File: src/rtl/ide_pio_pkg.sv
// Package: shared constants, types and code translators for the IDE PIO
// channel. Assumes the timing register layout used throughout this block:
// bit 15 decode enable, bit 14 drive-1 timing switch, 13:12 sample code,
// 9:8 recovery code.
package ide_pio_pkg;

    localparam int TIM_W       = 16;
    localparam int TIM_DEC_EN  = 15;
    localparam int TIM_DRV1_EN = 14;
    localparam int TIM_SMP_LO  = 12;
    localparam int TIM_RCV_LO  = 8;
    localparam int CLK_CNT_W   = 3;

    typedef enum logic [0:0] {
        SEQ_IDLE   = 1'b0,
        SEQ_STROBE = 1'b1
    } seq_state_t;

    typedef struct packed {
        logic [CLK_CNT_W-1:0] smp_clks;
        logic [CLK_CNT_W-1:0] rcv_clks;
    } pio_tmg_t;

    // Sample code to clock count; the reserved code falls back to the slowest.
    function automatic logic [CLK_CNT_W-1:0] smp_code_clks(input logic [1:0] code);
        case (code)
            2'b00:   return 3'd5;
            2'b01:   return 3'd4;
            2'b10:   return 3'd3;
            default: return 3'd5;
        endcase
    endfunction

    // Recovery code to idle clock count: 4 minus the code.
    function automatic logic [CLK_CNT_W-1:0] rcv_code_clks(input logic [1:0] code);
        return 3'd4 - {1'b0, code};
    endfunction

endpackage

File: src/rtl/ide_addr_decode.sv
// Address decoder: matches a host I/O address against the channel's
// eight-port command window and single control port. Assumes ADDR_W >= 10
// and that the command base is aligned to eight.
module ide_addr_decode #(
    parameter int ADDR_W = 16,
    parameter bit IS_SEC = 1'b0
) (
    input  logic [ADDR_W-1:0] addr,
    input  logic              dec_ok,
    output logic              hit_cmd,
    output logic              hit_ctl,
    output logic [2:0]        cab_addr
);

    localparam logic [ADDR_W-1:0] CMD_BASE = IS_SEC ? ADDR_W'(16'h0170) : ADDR_W'(16'h01F0);
    localparam logic [ADDR_W-1:0] CTL_PORT = IS_SEC ? ADDR_W'(16'h0376) : ADDR_W'(16'h03F6);

    // Window compare, gated by the combined decode permission.
    always_comb begin
        hit_cmd  = dec_ok && (addr[ADDR_W-1:3] == CMD_BASE[ADDR_W-1:3]);
        hit_ctl  = dec_ok && (addr == CTL_PORT);
        cab_addr = hit_ctl ? 3'd6 : addr[2:0];
    end

endmodule

File: src/rtl/ide_timing_sel.sv
// Timing store: holds the channel timing register and the drive select bit,
// and presents the clock counts for the drive now selected. Assumes the
// drive select update pulse comes from an accepted device/head write.
module ide_timing_sel
    import ide_pio_pkg::*;
(
    input  logic             clk,
    input  logic             rst_n,
    input  logic             cfg_wr,
    input  logic [TIM_W-1:0] cfg_wdata,
    input  logic [1:0]       drv1_smp,
    input  logic [1:0]       drv1_rcv,
    input  logic             drv_wr,
    input  logic             drv_bit,
    output logic [TIM_W-1:0] tim_q,
    output logic             dec_en,
    output pio_tmg_t         tmg
);

    logic drv_q;
    logic use_drv1;

    // Register write and drive select capture.
    always_ff @(posedge clk) begin
        if (!rst_n) begin
            tim_q <= '0;
            drv_q <= 1'b0;
        end else begin
            if (cfg_wr) tim_q <= cfg_wdata;
            if (drv_wr) drv_q <= drv_bit;
        end
    end

    // Pick the timing source for the drive in use and translate the codes.
    always_comb begin
        use_drv1     = tim_q[TIM_DRV1_EN] && drv_q;
        dec_en       = tim_q[TIM_DEC_EN];
        tmg.smp_clks = use_drv1 ? smp_code_clks(drv1_smp)
                                : smp_code_clks(tim_q[TIM_SMP_LO +: 2]);
        tmg.rcv_clks = use_drv1 ? rcv_code_clks(drv1_rcv)
                                : rcv_code_clks(tim_q[TIM_RCV_LO +: 2]);
    end

endmodule

File: src/rtl/ide_pio_seq.sv
// Cycle sequencer: runs one strobe per accepted access, samples ready from
// the programmed point, times out after TMO_CLKS clocks and enforces the
// recovery gap. Assumes TMO_CLKS exceeds the largest sample point (5).
module ide_pio_seq
    import ide_pio_pkg::*;
#(
    parameter int DATA_W   = 16,
    parameter int TMO_CLKS = 256
) (
    input  logic              clk,
    input  logic              rst_n,
    input  logic              start,
    input  logic              start_we,
    input  logic              start_cmd,
    input  logic              start_ctl,
    input  logic [2:0]        start_addr,
    input  logic [DATA_W-1:0] start_wdata,
    input  pio_tmg_t          tmg,
    input  logic              cbl_ready,
    input  logic [DATA_W-1:0] cbl_rdata,
    output logic              can_start,
    output logic              cbl_rd,
    output logic              cbl_wr,
    output logic              cbl_cs_cmd,
    output logic              cbl_cs_ctl,
    output logic [2:0]        cbl_addr,
    output logic [DATA_W-1:0] cbl_wdata,
    output logic              host_ack,
    output logic              host_err,
    output logic [DATA_W-1:0] host_rdata
);

    localparam int TMO_W = $clog2(TMO_CLKS);
    localparam logic [TMO_W-1:0] TMO_LAST = TMO_W'(TMO_CLKS - 1);

    seq_state_t           state;
    logic [CLK_CNT_W-1:0] smp_cnt;
    logic [CLK_CNT_W-1:0] rcv_lat;
    logic [TMO_W-1:0]     wt_cnt;
    logic [1:0]           rc_cnt;
    logic                 done_now;

    // Completion condition once the sample point is reached.
    always_comb begin
        done_now  = (state == SEQ_STROBE) && (smp_cnt == '0)
                    && (cbl_ready || (wt_cnt == TMO_LAST));
        can_start = (state == SEQ_IDLE) && (rc_cnt == 2'd0);
    end

    // Strobe, counters and host completion.
    always_ff @(posedge clk) begin
        if (!rst_n) begin
            state      <= SEQ_IDLE;
            smp_cnt    <= '0;
            rcv_lat    <= '0;
            wt_cnt     <= '0;
            rc_cnt     <= 2'd0;
            cbl_rd     <= 1'b0;
            cbl_wr     <= 1'b0;
            cbl_cs_cmd <= 1'b0;
            cbl_cs_ctl <= 1'b0;
            cbl_addr   <= 3'd0;
            cbl_wdata  <= '0;
            host_ack   <= 1'b0;
            host_err   <= 1'b0;
            host_rdata <= '0;
        end else begin
            host_ack <= 1'b0;
            case (state)
                SEQ_IDLE: begin
                    if (rc_cnt != 2'd0) rc_cnt <= rc_cnt - 2'd1;
                    if (start && can_start) begin
                        state      <= SEQ_STROBE;
                        cbl_rd     <= !start_we;
                        cbl_wr     <= start_we;
                        cbl_cs_cmd <= start_cmd;
                        cbl_cs_ctl <= start_ctl;
                        cbl_addr   <= start_addr;
                        cbl_wdata  <= start_wdata;
                        smp_cnt    <= tmg.smp_clks - 3'd1;
                        rcv_lat    <= tmg.rcv_clks;
                        wt_cnt     <= '0;
                    end
                end
                SEQ_STROBE: begin
                    wt_cnt <= wt_cnt + 1'b1;
                    if (smp_cnt != '0) smp_cnt <= smp_cnt - 3'd1;
                    if (done_now) begin
                        state      <= SEQ_IDLE;
                        cbl_rd     <= 1'b0;
                        cbl_wr     <= 1'b0;
                        cbl_cs_cmd <= 1'b0;
                        cbl_cs_ctl <= 1'b0;
                        host_ack   <= 1'b1;
                        host_err   <= !cbl_ready;
                        if (cbl_rd) host_rdata <= cbl_rdata;
                        rc_cnt     <= 2'(rcv_lat - 3'd1);
                    end
                end
                default: state <= SEQ_IDLE;
            endcase
        end
    end

endmodule

File: src/rtl/ide_pio_chan.sv
// Channel top: joins the decoder, timing store and sequencer. Assumes the
// host holds host_req until host_ack and drops it in the ack cycle; a
// request still high after ack is taken as the next access.
module ide_pio_chan
    import ide_pio_pkg::*;
#(
    parameter bit IS_SEC   = 1'b0,
    parameter int ADDR_W   = 16,
    parameter int DATA_W   = 16,
    parameter int TMO_CLKS = 256
) (
    input  logic              clk,
    input  logic              rst_n,
    input  logic              io_space_en,
    input  logic              sig_disable,
    input  logic              cfg_wr,
    input  logic [TIM_W-1:0]  cfg_wdata,
    output logic [TIM_W-1:0]  tim_q,
    input  logic [1:0]        drv1_smp,
    input  logic [1:0]        drv1_rcv,
    input  logic              host_req,
    input  logic              host_we,
    input  logic [ADDR_W-1:0] host_addr,
    input  logic [DATA_W-1:0] host_wdata,
    output logic              host_ack,
    output logic              host_err,
    output logic [DATA_W-1:0] host_rdata,
    output logic              cbl_cs_cmd,
    output logic              cbl_cs_ctl,
    output logic [2:0]        cbl_addr,
    output logic              cbl_rd,
    output logic              cbl_wr,
    output logic [DATA_W-1:0] cbl_wdata,
    input  logic [DATA_W-1:0] cbl_rdata,
    input  logic              cbl_ready
);

    logic     dec_en;
    logic     dec_ok;
    logic     hit_cmd;
    logic     hit_ctl;
    logic [2:0] cab_addr;
    logic     can_start;
    logic     start;
    logic     drv_wr;
    pio_tmg_t tmg;

    // Two-level decode permission plus the signal disable.
    always_comb begin
        dec_ok = dec_en && io_space_en && !sig_disable;
        start  = host_req && (hit_cmd || hit_ctl);
        drv_wr = start && can_start && host_we && hit_cmd && (host_addr[2:0] == 3'd6);
    end

    ide_addr_decode #(
        .ADDR_W (ADDR_W),
        .IS_SEC (IS_SEC)
    ) i_dec (
        .addr     (host_addr),
        .dec_ok   (dec_ok),
        .hit_cmd  (hit_cmd),
        .hit_ctl  (hit_ctl),
        .cab_addr (cab_addr)
    );

    ide_timing_sel i_tmg (
        .clk       (clk),
        .rst_n     (rst_n),
        .cfg_wr    (cfg_wr),
        .cfg_wdata (cfg_wdata),
        .drv1_smp  (drv1_smp),
        .drv1_rcv  (drv1_rcv),
        .drv_wr    (drv_wr),
        .drv_bit   (host_wdata[4]),
        .tim_q     (tim_q),
        .dec_en    (dec_en),
        .tmg       (tmg)
    );

    ide_pio_seq #(
        .DATA_W   (DATA_W),
        .TMO_CLKS (TMO_CLKS)
    ) i_seq (
        .clk         (clk),
        .rst_n       (rst_n),
        .start       (start),
        .start_we    (host_we),
        .start_cmd   (hit_cmd),
        .start_ctl   (hit_ctl),
        .start_addr  (cab_addr),
        .start_wdata (host_wdata),
        .tmg         (tmg),
        .cbl_ready   (cbl_ready),
        .cbl_rdata   (cbl_rdata),
        .can_start   (can_start),
        .cbl_rd      (cbl_rd),
        .cbl_wr      (cbl_wr),
        .cbl_cs_cmd  (cbl_cs_cmd),
        .cbl_cs_ctl  (cbl_cs_ctl),
        .cbl_addr    (cbl_addr),
        .cbl_wdata   (cbl_wdata),
        .host_ack    (host_ack),
        .host_err    (host_err),
        .host_rdata  (host_rdata)
    );

endmodule

File: config.mk
export PLATFORM = sky130hd
export DESIGN_NAME = ide_pio_chan
export DESIGN_NICKNAME = d
export VERILOG_FILES = /design/src/rtl/ide_pio_pkg.sv /design/src/rtl/ide_addr_decode.sv /design/src/rtl/ide_timing_sel.sv /design/src/rtl/ide_pio_seq.sv /design/src/rtl/ide_pio_chan.sv
export SDC_FILE = /design/constraint.sdc
export NUM_CORES = 1
export LEC_CHECK = 0
export ABC_CLOCK_PERIOD_IN_PS = 2500
export BUFFER_PORTS_ARGS = -buffer_cell sky130_fd_sc_hd__buf_4
export CAP_MARGIN = 10
export CORE_ASPECT_RATIO = 1.25
export CORE_MARGIN = 4
export CORE_UTILIZATION = 35
export CTS_CLUSTER_SIZE = 12
export DETAILED_ROUTE_END_ITERATION = 10
export SYNTH_ARGS = -nofsm -noshare
export SYNTH_HDL_FRONTEND = slang
export SYNTH_SLANG_ARGS = --single-unit
File: constraint.sdc
create_clock -name clk -period 2.5 [get_ports clk]
set_input_delay 0.25 -clock clk [delete_from_list [all_inputs] [get_ports clk]]
set_output_delay 0.25 -clock clk [all_outputs]
set_load 0.05 [all_outputs]
==> summary.md <==
| Metric | Value |
|---|---|
| CP Max Fanout | 16 |
| Design Area, Final | 0.00441 mm2 |
| Post-DP Area | 0.00420 mm2 |
| CP Class | register to register |
| Most common cell after layout, fill and taps aside | buf_4 |
| Mean post-synth cell area | 8.67 um2 |
| Number of global-route vias before repair | 2965 |
| CTS max path bufs | 2 |
| Most frequent cells in the layout | buf_4 (141), dfxtp_1 (74), nand2_1 (68) |
| Hold Path Depth | 2 |
| Ys Warns | 0 |
| 1st-iter DRT viols | 174 |
| CORE AREA | 0.00870 mm2 |
| Max Fclk | 490 MHz |
| Syn Nets | 438 |
| WL per Instance | 14.5 um |
| Synthesis-stage register bit count | 74 |
| Final Wtd Congestion | 0.819 |
| # resized after CTS | 0 |
| Dpl ws | 469 ps |
| Fin crit share | 81.6% |
| Clock skew | 8.89 ps |
| Area Overhead vs Synth | 41.2% |
| Synth Flop Type | dfxtp_1 |
| Post-CTS Hold Fix Bufs | 0 |
| Post-Syn Area | 0.00312 mm2 |
| R2R cell count | 5 |
| Slew Limit Fails | 0 |
| Outcome | finished clean |
| Clk root buf | clkbuf_8 |
| Nets | 565 |
| Vias/cell | 4.95 |
| CTS buffer count | 9 |
| Worst hold path class | input pin to register |
| Die Ht | 114 um |
| PwrDens | 553 mW/mm2 |
| Unrepaired setup endpoints after global routing | false |
| Initial core utilization | 35.9% |
| Clk slew on worst S/H paths | 80 ps |
| Post-synth EDFFs | 0 |
| # fillers | 845 |
| Critical Path RT | 2750 ps |
| Slew HR | 56.7% |
| # Post-CTS Setup Buffers | 0 |
| Max-cap violations | 0 |
| Die area | 0.0105 mm2 |
| Final setup margin | 461 ps |
| Vias | 3032 |
| Layout cells sized above 1 | 34.6% |
| Die width | 92.5 um |
| Final Total Pwr | 2440 uW |
| Ant diodes | 0 |
| Largest net degree at the start of global routing | 36 |
| DRC | 0 |
| FP Rows | 38 |
| CTS tree | done |
| Worst Path Arrival | 2290 ps |
| Total grt overflow | 0 |
| Actual slew at the worst max-slew pin | 649 ps |
| Setup-failing EPs final | 0 |
| Post-route ant nets | 0 |
| Leakage | 0.00186 uW |
| Antenna violations before repair | 0 |
| CTS Sinks | 74 |
| Hold slack | 113 ps |
| Final hold violations | 0 |
| Post-route minimum period | 2040 ps |
| TNS Setup | 0 ps |
| Maximum vdd drop | 368 uV |
| Critical Path End Type | register |
| Startpoint types | register |
| Worst skew pair latency | 350 ps |
| GRT Overall Usage | 17.1% |
| Synth Instances | 360 |
| DP HPWL | 6630 um |
| First-pass detailed-route iteration total | 4 |
| Yosys cell types | 51 |
| IO buf count | 132 |
| Depth of the CTS H-tree | 3 |
| Ys async rst share | 0% |
| Routed wire length | 8860 um |
| First-pass GRT wire length | 14100 um |
| Ports | 133 |
| Sequential area share after synthesis | 47.5% |
[report_power, final]
group	total (uW)	internal, uW	switching [uW]
clock	986	541	444
combinational	249	123	126
sequential	1200	1190	11.7
total	2440	1860	582
[synth_stat cells, drive strengths merged (4+ instances only)]
cell | count | area share [%]
a21oi | 45 | 7.2
buf | 12 | 2.8
clkbuf | 13 | 1.6
dfxtp | 74 | 47
inv | 4 | 0.48
mux2i | 21 | 6.7
nand2 | 68 | 8.2
nand3 | 28 | 4.5
nand4 | 10 | 2.2
nor2 | 24 | 2.9
o21ai | 9 | 1.6
[final timing paths]
kind / startpoint / to / slack [ps]
hold reg to reg: i_seq.cbl_wdata[1] / i_seq.cbl_wdata[1] / 450
setup / recovery: i_seq.state / i_seq.wt_cnt[3] / 460
hold / removal: host_we / i_seq.cbl_rd / 110
setup reg to reg: i_seq.state / i_seq.wt_cnt[3] / 460
[cell families (layout without fill, tap and decap cells)]
kind of cell	Yosys count	after routing	synth area share (%)
and+or+nand+nor	155	155	24.4
AOI/OAI and AO/OA	74	74	14.5
DFF	74	74	47.5
buffers and inverters	30	162	4.93
muxes	22	22	7.09
xor gates and xnor gates	3	3	0.842
adders and majority gates	2	2	0.801
[metal layers]
layer / part of all wire [%] / vias up / global-route usage, %
met5: 0 / - / 0
met2: 46 / 108 / 26.5
met4: 2.9 / 0 / 8.82
met1: 43 / 1382 / 20.4
li1: - / 1524 / -
met3: 8.5 / 18 / 6.73
[layout make-up]
type                    instances  area (um2)  area share [%]
flip-flops and latches         74        1480            33.6
clock buffers                  12         165            3.75
repair buffers                141        1060            24.0
multi-input cells             256        1490            33.7
inverters                       5        18.8           0.426
clock inverters                 4        48.8            1.11
well taps                     120         150            3.41
[sequential cells by signal, indices dropped and copies added, names as in the netlist, 2 cells and up]
signal            cells
i_seq.rcv_lat         2
i_tmg.tim_q          16
i_seq.wt_cnt          8
i_seq.host_rdata     16
i_seq.cbl_addr        3
i_seq.cbl_wdata      16
i_seq.rc_cnt          2
i_seq.smp_cnt         3
[critical path: stages, from the launching register on]
cell	delay [ps]
dfxtp_1	570
and4b_1	260
nand3_1	110
a211o_1	430
nand2_1	250
a221oi_1	310
[through the flow]
stage	cells	util [%]
floorplan	360	-
global placement	596	48.2
detailed placement	596	48.2
CTS	612	50.7
global route	612	50.7
finish	612	50.7
Power figures use the tool's default switching activity.
